`src/rtl/bbus_pkg.sv`:
```
package bbus_pkg;
    typedef enum logic [1:0] {
        CMD_IDLE = 2'b00,
        CMD_WR   = 2'b01,
        CMD_RD   = 2'b10,
        CMD_RSP  = 2'b11
    } bcmd_e;
endpackage

```
`src/rtl/bbus_master.sv`:
```
module bbus_master
    import bbus_pkg::*;
#(
    parameter int unsigned ADDR_W     = 12,
    parameter int unsigned DATA_W     = 16,
    parameter int unsigned SEL_W      = 4,
    parameter int unsigned MASTER_SEL = 1,
    parameter int unsigned TIMEOUT    = 16,
    parameter bit          HANDSHAKE  = 1'b1
) (
    input  logic              clk,
    input  logic              rst_n,
    input  logic              req_valid,
    input  logic              req_write,
    input  logic [ADDR_W-1:0] req_addr,
    input  logic [DATA_W-1:0] req_wdata,
    output logic              req_ready,
    output logic              rsp_done,
    output logic              rsp_err,
    output logic [DATA_W-1:0] rsp_rdata,
    input  logic [ADDR_W-1:0] bus_addr_i,
    input  bcmd_e             bus_cmd_i,
    input  logic [DATA_W-1:0] bus_data_i,
    input  logic              bus_rdy_i,
    input  logic              bus_ack_i,
    output logic [ADDR_W-1:0] m_addr_o,
    output bcmd_e             m_cmd_o,
    output logic [DATA_W-1:0] m_data_o,
    output logic              m_rdy_o,
    output logic              m_ack_o,
    output logic              m_own_o
);
    localparam int unsigned CNT_W = $clog2(TIMEOUT + 1);
    localparam logic [SEL_W-1:0]  MSEL    = SEL_W'(MASTER_SEL);
    localparam logic [ADDR_W-1:0] MY_ADDR = {MSEL, {(ADDR_W-SEL_W){1'b0}}};
    localparam logic [CNT_W-1:0]  LIMIT   = CNT_W'(TIMEOUT - 1);

    typedef enum logic [2:0] {M_IDLE, M_PUT, M_REQ, M_DROP, M_WAIT, M_RACK} mst_e;

    typedef struct packed {
        mst_e              st;
        logic [ADDR_W-1:0] addr;
        bcmd_e             cmd;
        logic [DATA_W-1:0] data;
        logic              rdy;
        logic              ack;
        logic              own;
        logic              done;
        logic              err;
        logic [DATA_W-1:0] rdata;
        logic [CNT_W-1:0]  cnt;
    } mst_s;

    mst_s q, d;
    logic rsp_hit, timed_out;

    always_comb begin
        d         = q;
        d.done    = 1'b0;
        d.err     = 1'b0;
        rsp_hit   = (bus_cmd_i == CMD_RSP) && (bus_addr_i[ADDR_W-1 -: SEL_W] == MSEL);
        timed_out = (q.cnt == LIMIT);
        case (q.st)
            M_IDLE: begin
                if (req_valid) begin
                    d.addr = req_addr;
                    d.cmd  = req_write ? CMD_WR : CMD_RD;
                    d.data = req_write ? req_wdata : DATA_W'(MY_ADDR);
                    d.own  = 1'b1;
                    d.cnt  = '0;
                    d.st   = M_PUT;
                end
            end
            M_PUT: begin
                if (HANDSHAKE) begin
                    d.rdy = 1'b1;
                    d.st  = M_REQ;
                end else begin
                    d.own = 1'b0;
                    if (q.cmd == CMD_WR) begin
                        d.done = 1'b1;
                        d.st   = M_IDLE;
                    end else begin
                        d.st = M_WAIT;
                    end
                end
            end
            M_REQ: begin
                if (bus_ack_i) begin
                    d.rdy = 1'b0;
                    d.own = 1'b0;
                    d.cnt = '0;
                    d.st  = M_DROP;
                end else if (timed_out) begin
                    d.rdy  = 1'b0;
                    d.own  = 1'b0;
                    d.done = 1'b1;
                    d.err  = 1'b1;
                    d.st   = M_IDLE;
                end else begin
                    d.cnt = q.cnt + CNT_W'(1);
                end
            end
            M_DROP: begin
                if (!bus_ack_i) begin
                    d.cnt = '0;
                    if (q.cmd == CMD_WR) begin
                        d.done = 1'b1;
                        d.st   = M_IDLE;
                    end else begin
                        d.st = M_WAIT;
                    end
                end else if (timed_out) begin
                    d.done = 1'b1;
                    d.err  = 1'b1;
                    d.st   = M_IDLE;
                end else begin
                    d.cnt = q.cnt + CNT_W'(1);
                end
            end
            M_WAIT: begin
                if (rsp_hit && (bus_rdy_i || !HANDSHAKE)) begin
                    d.rdata = bus_data_i;
                    d.cnt   = '0;
                    if (HANDSHAKE) begin
                        d.ack = 1'b1;
                        d.st  = M_RACK;
                    end else begin
                        d.done = 1'b1;
                        d.st   = M_IDLE;
                    end
                end else if (timed_out) begin
                    d.done = 1'b1;
                    d.err  = 1'b1;
                    d.st   = M_IDLE;
                end else begin
                    d.cnt = q.cnt + CNT_W'(1);
                end
            end
            M_RACK: begin
                if (!bus_rdy_i) begin
                    d.ack  = 1'b0;
                    d.done = 1'b1;
                    d.st   = M_IDLE;
                end else if (timed_out) begin
                    d.ack  = 1'b0;
                    d.done = 1'b1;
                    d.err  = 1'b1;
                    d.st   = M_IDLE;
                end else begin
                    d.cnt = q.cnt + CNT_W'(1);
                end
            end
            default: d.st = M_IDLE;
        endcase
    end

    always_ff @(posedge clk) begin
        if (!rst_n) begin
            q       <= '0;
            q.st    <= M_IDLE;
            q.cmd   <= CMD_IDLE;
        end else begin
            q <= d;
        end
    end

    assign req_ready = (q.st == M_IDLE);
    assign rsp_done  = q.done;
    assign rsp_err   = q.err;
    assign rsp_rdata = q.rdata;
    assign m_addr_o  = q.addr;
    assign m_cmd_o   = q.cmd;
    assign m_data_o  = q.data;
    assign m_rdy_o   = q.rdy;
    assign m_ack_o   = q.ack;
    assign m_own_o   = q.own;
endmodule

```
`src/rtl/bbus_slave.sv`:
```
module bbus_slave
    import bbus_pkg::*;
#(
    parameter int unsigned ADDR_W    = 12,
    parameter int unsigned DATA_W    = 16,
    parameter int unsigned SEL_W     = 4,
    parameter int unsigned SLAVE_SEL = 3,
    parameter int unsigned IDX_W     = 4,
    parameter bit          HANDSHAKE = 1'b1
) (
    input  logic              clk,
    input  logic              rst_n,
    input  logic [ADDR_W-1:0] bus_addr_i,
    input  bcmd_e             bus_cmd_i,
    input  logic [DATA_W-1:0] bus_data_i,
    input  logic              bus_rdy_i,
    input  logic              bus_ack_i,
    output logic [ADDR_W-1:0] s_addr_o,
    output bcmd_e             s_cmd_o,
    output logic [DATA_W-1:0] s_data_o,
    output logic              s_rdy_o,
    output logic              s_ack_o,
    output logic              s_own_o
);
    localparam int unsigned     WORDS = 1 << IDX_W;
    localparam logic [SEL_W-1:0] SSEL = SEL_W'(SLAVE_SEL);

    typedef enum logic [2:0] {S_IDLE, S_ACK, S_PUT, S_RDY, S_DROP} slv_e;

    typedef struct packed {
        slv_e              st;
        logic              rd_pend;
        logic [ADDR_W-1:0] addr;
        logic [DATA_W-1:0] data;
        logic              rdy;
        logic              ack;
        logic              own;
    } slv_s;

    slv_s q, d;
    logic [DATA_W-1:0] mem_q [WORDS];
    logic              we;
    logic [IDX_W-1:0]  idx;
    logic              claim;

    always_comb begin
        d     = q;
        we    = 1'b0;
        idx   = bus_addr_i[IDX_W-1:0];
        claim = (bus_addr_i[ADDR_W-1 -: SEL_W] == SSEL);
        if (!HANDSHAKE) begin
            d.own = 1'b0;
            if (claim && !q.own) begin
                if (bus_cmd_i == CMD_WR) begin
                    we = 1'b1;
                end else if (bus_cmd_i == CMD_RD) begin
                    d.own  = 1'b1;
                    d.addr = bus_data_i[ADDR_W-1:0];
                    d.data = mem_q[idx];
                end
            end
        end else begin
            case (q.st)
                S_IDLE: begin
                    if (bus_rdy_i && claim &&
                        (bus_cmd_i == CMD_WR || bus_cmd_i == CMD_RD)) begin
                        we        = (bus_cmd_i == CMD_WR);
                        d.rd_pend = (bus_cmd_i == CMD_RD);
                        d.addr    = bus_data_i[ADDR_W-1:0];
                        d.data    = mem_q[idx];
                        d.ack     = 1'b1;
                        d.st      = S_ACK;
                    end
                end
                S_ACK: begin
                    if (!bus_rdy_i) begin
                        d.ack = 1'b0;
                        if (q.rd_pend) begin
                            d.own = 1'b1;
                            d.st  = S_PUT;
                        end else begin
                            d.st = S_IDLE;
                        end
                    end
                end
                S_PUT: begin
                    d.rdy = 1'b1;
                    d.st  = S_RDY;
                end
                S_RDY: begin
                    if (bus_ack_i) begin
                        d.rdy = 1'b0;
                        d.own = 1'b0;
                        d.st  = S_DROP;
                    end
                end
                S_DROP: begin
                    if (!bus_ack_i) d.st = S_IDLE;
                end
                default: d.st = S_IDLE;
            endcase
        end
    end

    always_ff @(posedge clk) begin
        if (!rst_n) begin
            q    <= '0;
            q.st <= S_IDLE;
        end else begin
            q <= d;
        end
    end

    always_ff @(posedge clk) begin
        if (!rst_n) begin
            for (int i = 0; i < WORDS; i++) mem_q[i] <= '0;
        end else if (we) begin
            mem_q[idx] <= bus_data_i;
        end
    end

    assign s_addr_o = q.addr;
    assign s_cmd_o  = q.own ? CMD_RSP : CMD_IDLE;
    assign s_data_o = q.data;
    assign s_rdy_o  = q.rdy;
    assign s_ack_o  = q.ack;
    assign s_own_o  = q.own;
endmodule

```
`src/rtl/bbus_node.sv`:
```
module bbus_node
    import bbus_pkg::*;
#(
    parameter int unsigned ADDR_W     = 12,
    parameter int unsigned DATA_W     = 16,
    parameter int unsigned SEL_W      = 4,
    parameter int unsigned IDX_W      = 4,
    parameter int unsigned SLAVE_SEL  = 3,
    parameter int unsigned MASTER_SEL = 1,
    parameter int unsigned TIMEOUT    = 16,
    parameter bit          HANDSHAKE  = 1'b1
) (
    input  logic              clk,
    input  logic              rst_n,
    input  logic              req_valid,
    input  logic              req_write,
    input  logic [ADDR_W-1:0] req_addr,
    input  logic [DATA_W-1:0] req_wdata,
    output logic              req_ready,
    output logic              rsp_done,
    output logic              rsp_err,
    output logic [DATA_W-1:0] rsp_rdata,
    output logic [ADDR_W-1:0] bus_addr,
    output logic [1:0]        bus_cmd,
    output logic [DATA_W-1:0] bus_data,
    output logic              bus_rdy,
    output logic              bus_ack
);
    logic [ADDR_W-1:0] m_addr, s_addr, addr_mux;
    logic [DATA_W-1:0] m_data, s_data, data_mux;
    bcmd_e             m_cmd, s_cmd, cmd_mux;
    logic              m_rdy, m_ack, m_own;
    logic              s_rdy, s_ack, s_own;

    bbus_master #(
        .ADDR_W(ADDR_W), .DATA_W(DATA_W), .SEL_W(SEL_W),
        .MASTER_SEL(MASTER_SEL), .TIMEOUT(TIMEOUT), .HANDSHAKE(HANDSHAKE)
    ) u_master (
        .clk(clk), .rst_n(rst_n),
        .req_valid(req_valid), .req_write(req_write), .req_addr(req_addr),
        .req_wdata(req_wdata), .req_ready(req_ready),
        .rsp_done(rsp_done), .rsp_err(rsp_err), .rsp_rdata(rsp_rdata),
        .bus_addr_i(addr_mux), .bus_cmd_i(cmd_mux), .bus_data_i(data_mux),
        .bus_rdy_i(bus_rdy), .bus_ack_i(bus_ack),
        .m_addr_o(m_addr), .m_cmd_o(m_cmd), .m_data_o(m_data),
        .m_rdy_o(m_rdy), .m_ack_o(m_ack), .m_own_o(m_own)
    );

    bbus_slave #(
        .ADDR_W(ADDR_W), .DATA_W(DATA_W), .SEL_W(SEL_W),
        .SLAVE_SEL(SLAVE_SEL), .IDX_W(IDX_W), .HANDSHAKE(HANDSHAKE)
    ) u_slave (
        .clk(clk), .rst_n(rst_n),
        .bus_addr_i(addr_mux), .bus_cmd_i(cmd_mux), .bus_data_i(data_mux),
        .bus_rdy_i(bus_rdy), .bus_ack_i(bus_ack),
        .s_addr_o(s_addr), .s_cmd_o(s_cmd), .s_data_o(s_data),
        .s_rdy_o(s_rdy), .s_ack_o(s_ack), .s_own_o(s_own)
    );

    always_comb begin
        if (m_own) begin
            addr_mux = m_addr;
            cmd_mux  = m_cmd;
            data_mux = m_data;
        end else if (s_own) begin
            addr_mux = s_addr;
            cmd_mux  = s_cmd;
            data_mux = s_data;
        end else begin
            addr_mux = '0;
            cmd_mux  = CMD_IDLE;
            data_mux = '0;
        end
    end

    assign bus_addr = addr_mux;
    assign bus_cmd  = cmd_mux;
    assign bus_data = data_mux;
    assign bus_rdy  = m_rdy | s_rdy;
    assign bus_ack  = m_ack | s_ack;
endmodule

```
`config.mk`:
```
export PLATFORM = sky130hd
export DESIGN_NAME = bbus_node
export DESIGN_NICKNAME = d
export VERILOG_FILES = /design/src/rtl/bbus_pkg.sv /design/src/rtl/bbus_master.sv /design/src/rtl/bbus_slave.sv /design/src/rtl/bbus_node.sv
export SDC_FILE = /design/constraint.sdc
export NUM_CORES = 1
export LEC_CHECK = 0
export BUFFER_PORTS_ARGS = -buffer_cell sky130_fd_sc_hd__buf_2
export CAP_MARGIN = 0
export CORE_MARGIN = 2
export CORE_UTILIZATION = 36
export CTS_CLUSTER_SIZE = 8
export DETAILED_ROUTE_END_ITERATION = 8
export GPL_TIMING_DRIVEN = 0
export SYNTH_ARGS = -nofsm -noshare
export SYNTH_HDL_FRONTEND = slang
export SYNTH_SLANG_ARGS = --single-unit
```
`constraint.sdc`:
```
create_clock -name clk -period 4.3 [get_ports clk]
set_input_delay 0.215 -clock clk [delete_from_list [all_inputs] [get_ports clk]]
set_output_delay 0.215 -clock clk [all_outputs]
set_load 0.005 [all_outputs]
```
# Word-level counts from Yosys, hierarchy flattened
# Memory sizes are Yosys's and may differ from the RTL's.
# Cells that the tools add are included.
# word_totals
regBits	94
latchBits	0
ramBits	256
romBits	0
input_bits	32
output_inout_bits	51
word_cells	140
memories	1
# memory_table
name	words	width	rd	rd_clocked_by_memory_dff	wr	line_no	source
u_slave.mem_q	16	16	1	0	16	bbus_slave.sv:41	logic [DATA_W-1:0] mem_q [WORDS];
# classes
n_addsub	1
multipliers	0
div	0
n_lt_le_gt_ge	0
eq_ne	26
shift	0
n_mux	66
bitwise	2
n_reduce_logical	26
# ops
operator	count
16-bit two-way mux	4
33-bit two-way mux	1
32-bit two-way mux	1
3-bit two-way mux	10
5-bit two-way mux	6
5-bit one-hot mux with 5 select lines	1
12-bit two-way mux	2
1-bit two-way mux	23
3-bit one-hot mux with 6 select lines	1
16-bit OR reduction	1
3-bit one-hot mux with 5 select lines	1
2-bit two-way mux	7
3-bit by 2-bit == test with 1-bit output, second input constant	4
1-bit one-hot mux with 2 select lines	6
3-bit AND reduction	4
2-bit nonzero test	6
2-bit AND reduction	5
3-bit == test, second input constant	3
2-bit by 1-bit inequality test with 1-bit output, second input constant	4
2-bit inequality test, second input constant	4
1-bit one-hot mux with 4 select lines	2
4-bit AND reduction	2
3-bit by 1-bit == test with 1-bit output, second input constant	2
3-bit logical NOT	2
13 further kinds	19

# Depth between registers and ports, before layout
# logic_depth
word_depth	12
ltp_mapped	13
ltp_nobuf	9

# Modules after synthesis
# From an unflattened synthesis, not the netlist that was laid out.
# hier_totals
hier_cells	1306
area_unflattened_um2	16515.8
# modules_own_cells
module	n_inst	cells_per_inst	area_each_um2	seq_area_each_um2
bbus_slave	1	925	13349.1	8388.0
bbus_master	1	337	2802.7	1181.1
bbus_node	1	44	364.1	0.0

# Worst setup path before layout
# No wires, ideal clock.
# synth_timing
path_kind	register to register
start	register u_master.q, in the netlist u_master.m_own_o
end	memory u_slave.mem_q[9][0] (enable)
setup_time_ns	0.372
t_arrival_ns	2.793
t_required_ns	3.928
setup_slack_ns	1.136
path_stages_with_launch	14
n_path_buf	5
period_less_slack_ns	3.164
cell_sequence	dfxtp_1 > buf_4 > buf_2 > buf_1 > a21oi_1 > inv_1 > ha_1 > nand2_1 > or4_4 > nor2b_2 > buf_6 > nand2_4 > buf_8 > nand2_1
# synth_rtl
item	line_no	source
start, declared	bbus_master.sv:54	mst_s q, d;
end, declared	bbus_slave.sv:41	

==> qor.yml <==
synthesis:
  post_synth.cell_area_avg_um2: 10.5
  synthArstFlopShare: 0
  synth_compound_area_frac: 0.117
  synth-simple-area-share: 0.185
  seq_area_frac_synth: 0.614
  synthAdderAreaFrac: 0.00321
  synth_xor_area_frac: 0
  synth_edf_count: 256
  synthesis.area_um2: 15600
  ys_types: 59
  synth_top_family_by_area: "simple AND/OR/NAND/NOR gates"
  ys_ff_latch: 350
  ys.flop_type: "edfxtp_1"
  synth_nets: 1516
  ys_warn_count: 0
  synth.area.mux_share: 0.0328
  netlist_instances: 1480
placement:
  numPortBuffers: 80
  hpwl_um: 35400
  gp_congestion: 0.899
power:
  leakage_uw: 0.00687
  p_total_uw: 7670
  vdd_drop_max_uv: 246
  powerDensity_nw_per_um2: 415
floorplanning:
  coreArea_um2: 42900
  io_pins: 83
  die_h_um: 212
  die_area_um2: 44900
  rows: 76
  fp.dieW_um: 212
  start_util: 0.363
worst_setup_path:
  path_max_fanout: 16
  crit_arrival_ns: 4.26
  setup.worst_path.start_class: "flop"
  path_class: "flop to flop"
  crit_required_ns: 4.49
  cp-end-kind: "flop"
sta:
  fin_crit_sh: 0.946
  skew_ns: 0.0251
  rsz0062_at_grt: "no"
  finalSetupViolCount: 0
  period_needed_ns: 4.07
  tns_ns: 0
  final_max_slew_viol_count: 0
  hold_violations: 0
  worst_pin_slew_ns: 1.44
  maxSlewHeadroom: 0.0400
  max_freq_ghz: 0.246
finish:
  layout_common_cells: "edfxtp_1 (256), nor2_1 (250), nand2_1 (246)"
  antenna_cells: 0
  layout_commonest_cell: "edfxtp_1"
  nFillCells: 4086
  register_area_um2: 9570
  nNetsFinal: 1688
  area_growth_pct: 18.6
  multi_input_area_um2: 5280
  drive_above_1_share: 0.158
clock_tree:
  ctsResizeCount: 0
  cts_inserted_buffers: 49
  clkLatencyLatePin_ns: 0.59
  cts_tree: "done"
  post-cts-setup-buffer-count: 0
  cts_root_buffer: "clkbuf_16"
  htree_levels: 2
  path_clk_slew_ns: 0.05
  ctsLongestPathBuffers: 3
  cts.sinks: 350
detailed_routing:
  vias_per_cell: 5.42
  vias: 12200
  wirelength_um: 50400
  final_antenna_net_count: 0
  dr.pass1.iters: 7
  drc: 0
  wire_per_inst_um: 22.4
  drt_iter0_drc: 1394
global_route:
  gr-total-overflow: 0
  grt_util_all_layers: 0.226
  grt_max_degree: 17
  antenna_found_initial: 0
  grt_first_pass_wirelength_um: 74800
  grt_pass1_vias: 12000
hold_path:
  hp-class: "input port to flop"
outcome:
  status: "finished, final reports clean"
flow_run:
  maxCapViolCount: 0
[registers in the layout, summed over array words and instances, names as in the netlist, 2 cells and up]
register and flops:
u_master.q 8, u_master.m_cmd_o 2, u_slave.s_addr_o 12, u_slave.q 4
u_master.m_data_o 16, u_master.m_addr_o 12, u_slave.mem_q 256, u_slave.s_data_o 16
u_master.rsp_rdata 16
[synthesized netlist by cell type, types with 18 or more instances]
| master | n | share of area |
|---|---|---|
| inv_1 | 23 | 0.0055 |
| buf_2 | 38 | 0.012 |
| nand3_1 | 47 | 0.015 |
| clkbuf_1 | 61 | 0.015 |
| buf_4 | 18 | 0.0087 |
| mux2i_1 | 51 | 0.033 |
| nor2_2 | 21 | 0.0084 |
| edfxtp_1 | 256 | 0.49 |
| o211a_1 | 30 | 0.019 |
| nor2_1 | 250 | 0.060 |
| a21boi_0 | 31 | 0.015 |
| nand2_1 | 246 | 0.059 |
| a21oi_1 | 72 | 0.023 |
| a31oi_1 | 20 | 0.0080 |
| dfxtp_1 | 94 | 0.12 |
| o21ai_0 | 35 | 0.011 |
[per-layer routing]
layer / global-route usage / vias to the layer above / wire [µm]
li1: - / 5528 / -
met1: 0.289 / 6036 / 20000
met2: 0.368 / 540 / 24100
met3: 0.0504 / 120 / 4070
met4: 0.103 / 0 / 2180
met5: 0 / - / 0
[area by class of cell]
type,instances,area share
Buffer,130,0.0349
Clock buffer,66,0.0710
Clock inverter,2,0.00210
Inverter,25,0.00508
Multi-Input combinational cell,975,0.286
Sequential cell,350,0.518
Tap cell,585,0.0396
Timing Repair Buffer,121,0.0436
[power by group]
group	switching, µW	total (µW)	internal [µW]
logic	292	413	121
clock network	1410	3500	2090
registers	36.7	3760	3720
[worst paths after layout]
check                                 startpoint  slack, ns  cells after the start                   end
worst max-delay path            u_master.m_own_o       0.23                     12  u_slave.mem_q[15][6]
worst min-delay path                   req_write       0.05                      3  u_master.m_data_o[0]
worst max register to register  u_master.m_own_o       0.23                     12  u_slave.mem_q[15][6]
worst min register to register     u_master.q[4]       0.46                      2         u_master.q[4]
[cells by family after synthesis]
| family | count (synthesis) |
|---|---|
| AND/OR/NAND/NOR | 652 |
| flip-flops | 350 |
| AO/OA/AOI/OAI | 268 |
| buffers and inverters | 155 |
| multiplexers | 51 |
| adder cells (fa/ha/maj) | 4 |
[worst max-delay path: stages, from the launching register on]
cell,delay [ns]
dfxtp_1,0.35
buf_4,0.19
buf_2,0.24
buf_1,0.46
a21oi_1,0.18
inv_1,0.15
ha_1,0.16
nand2_1,0.05
or4_4,0.62
nor2_4,0.24
nand2_2,0.17
buf_2,0.26
nand2_1,0.60
[stage by stage]
| step | worst slack (ns) | hold slack (ns) | instances | utilization | instance area (µm²) |
|---|---|---|---|---|---|
| floorplan | 1.14 | 0.360 | 1480 | - | 15600 |
| global placement | 0.382 | 0.434 | 2145 | 0.390 | 16700 |
| detailed placement | 0.312 | 0.443 | 2153 | 0.391 | 16800 |
| CTS | 0.263 | 0.0264 | 2251 | 0.430 | 18400 |
| global route | 0.0326 | 0.0992 | 2254 | 0.431 | 18500 |
| finish | 0.231 | 0.0535 | 2254 | 0.431 | 18500 |
[timing repair]
item,CTS,global route
endpoints found under the hold margin,28,0
hold buffers,30,0
setup endpoints to repair,0,0
Power figures use the tool's default switching activity.
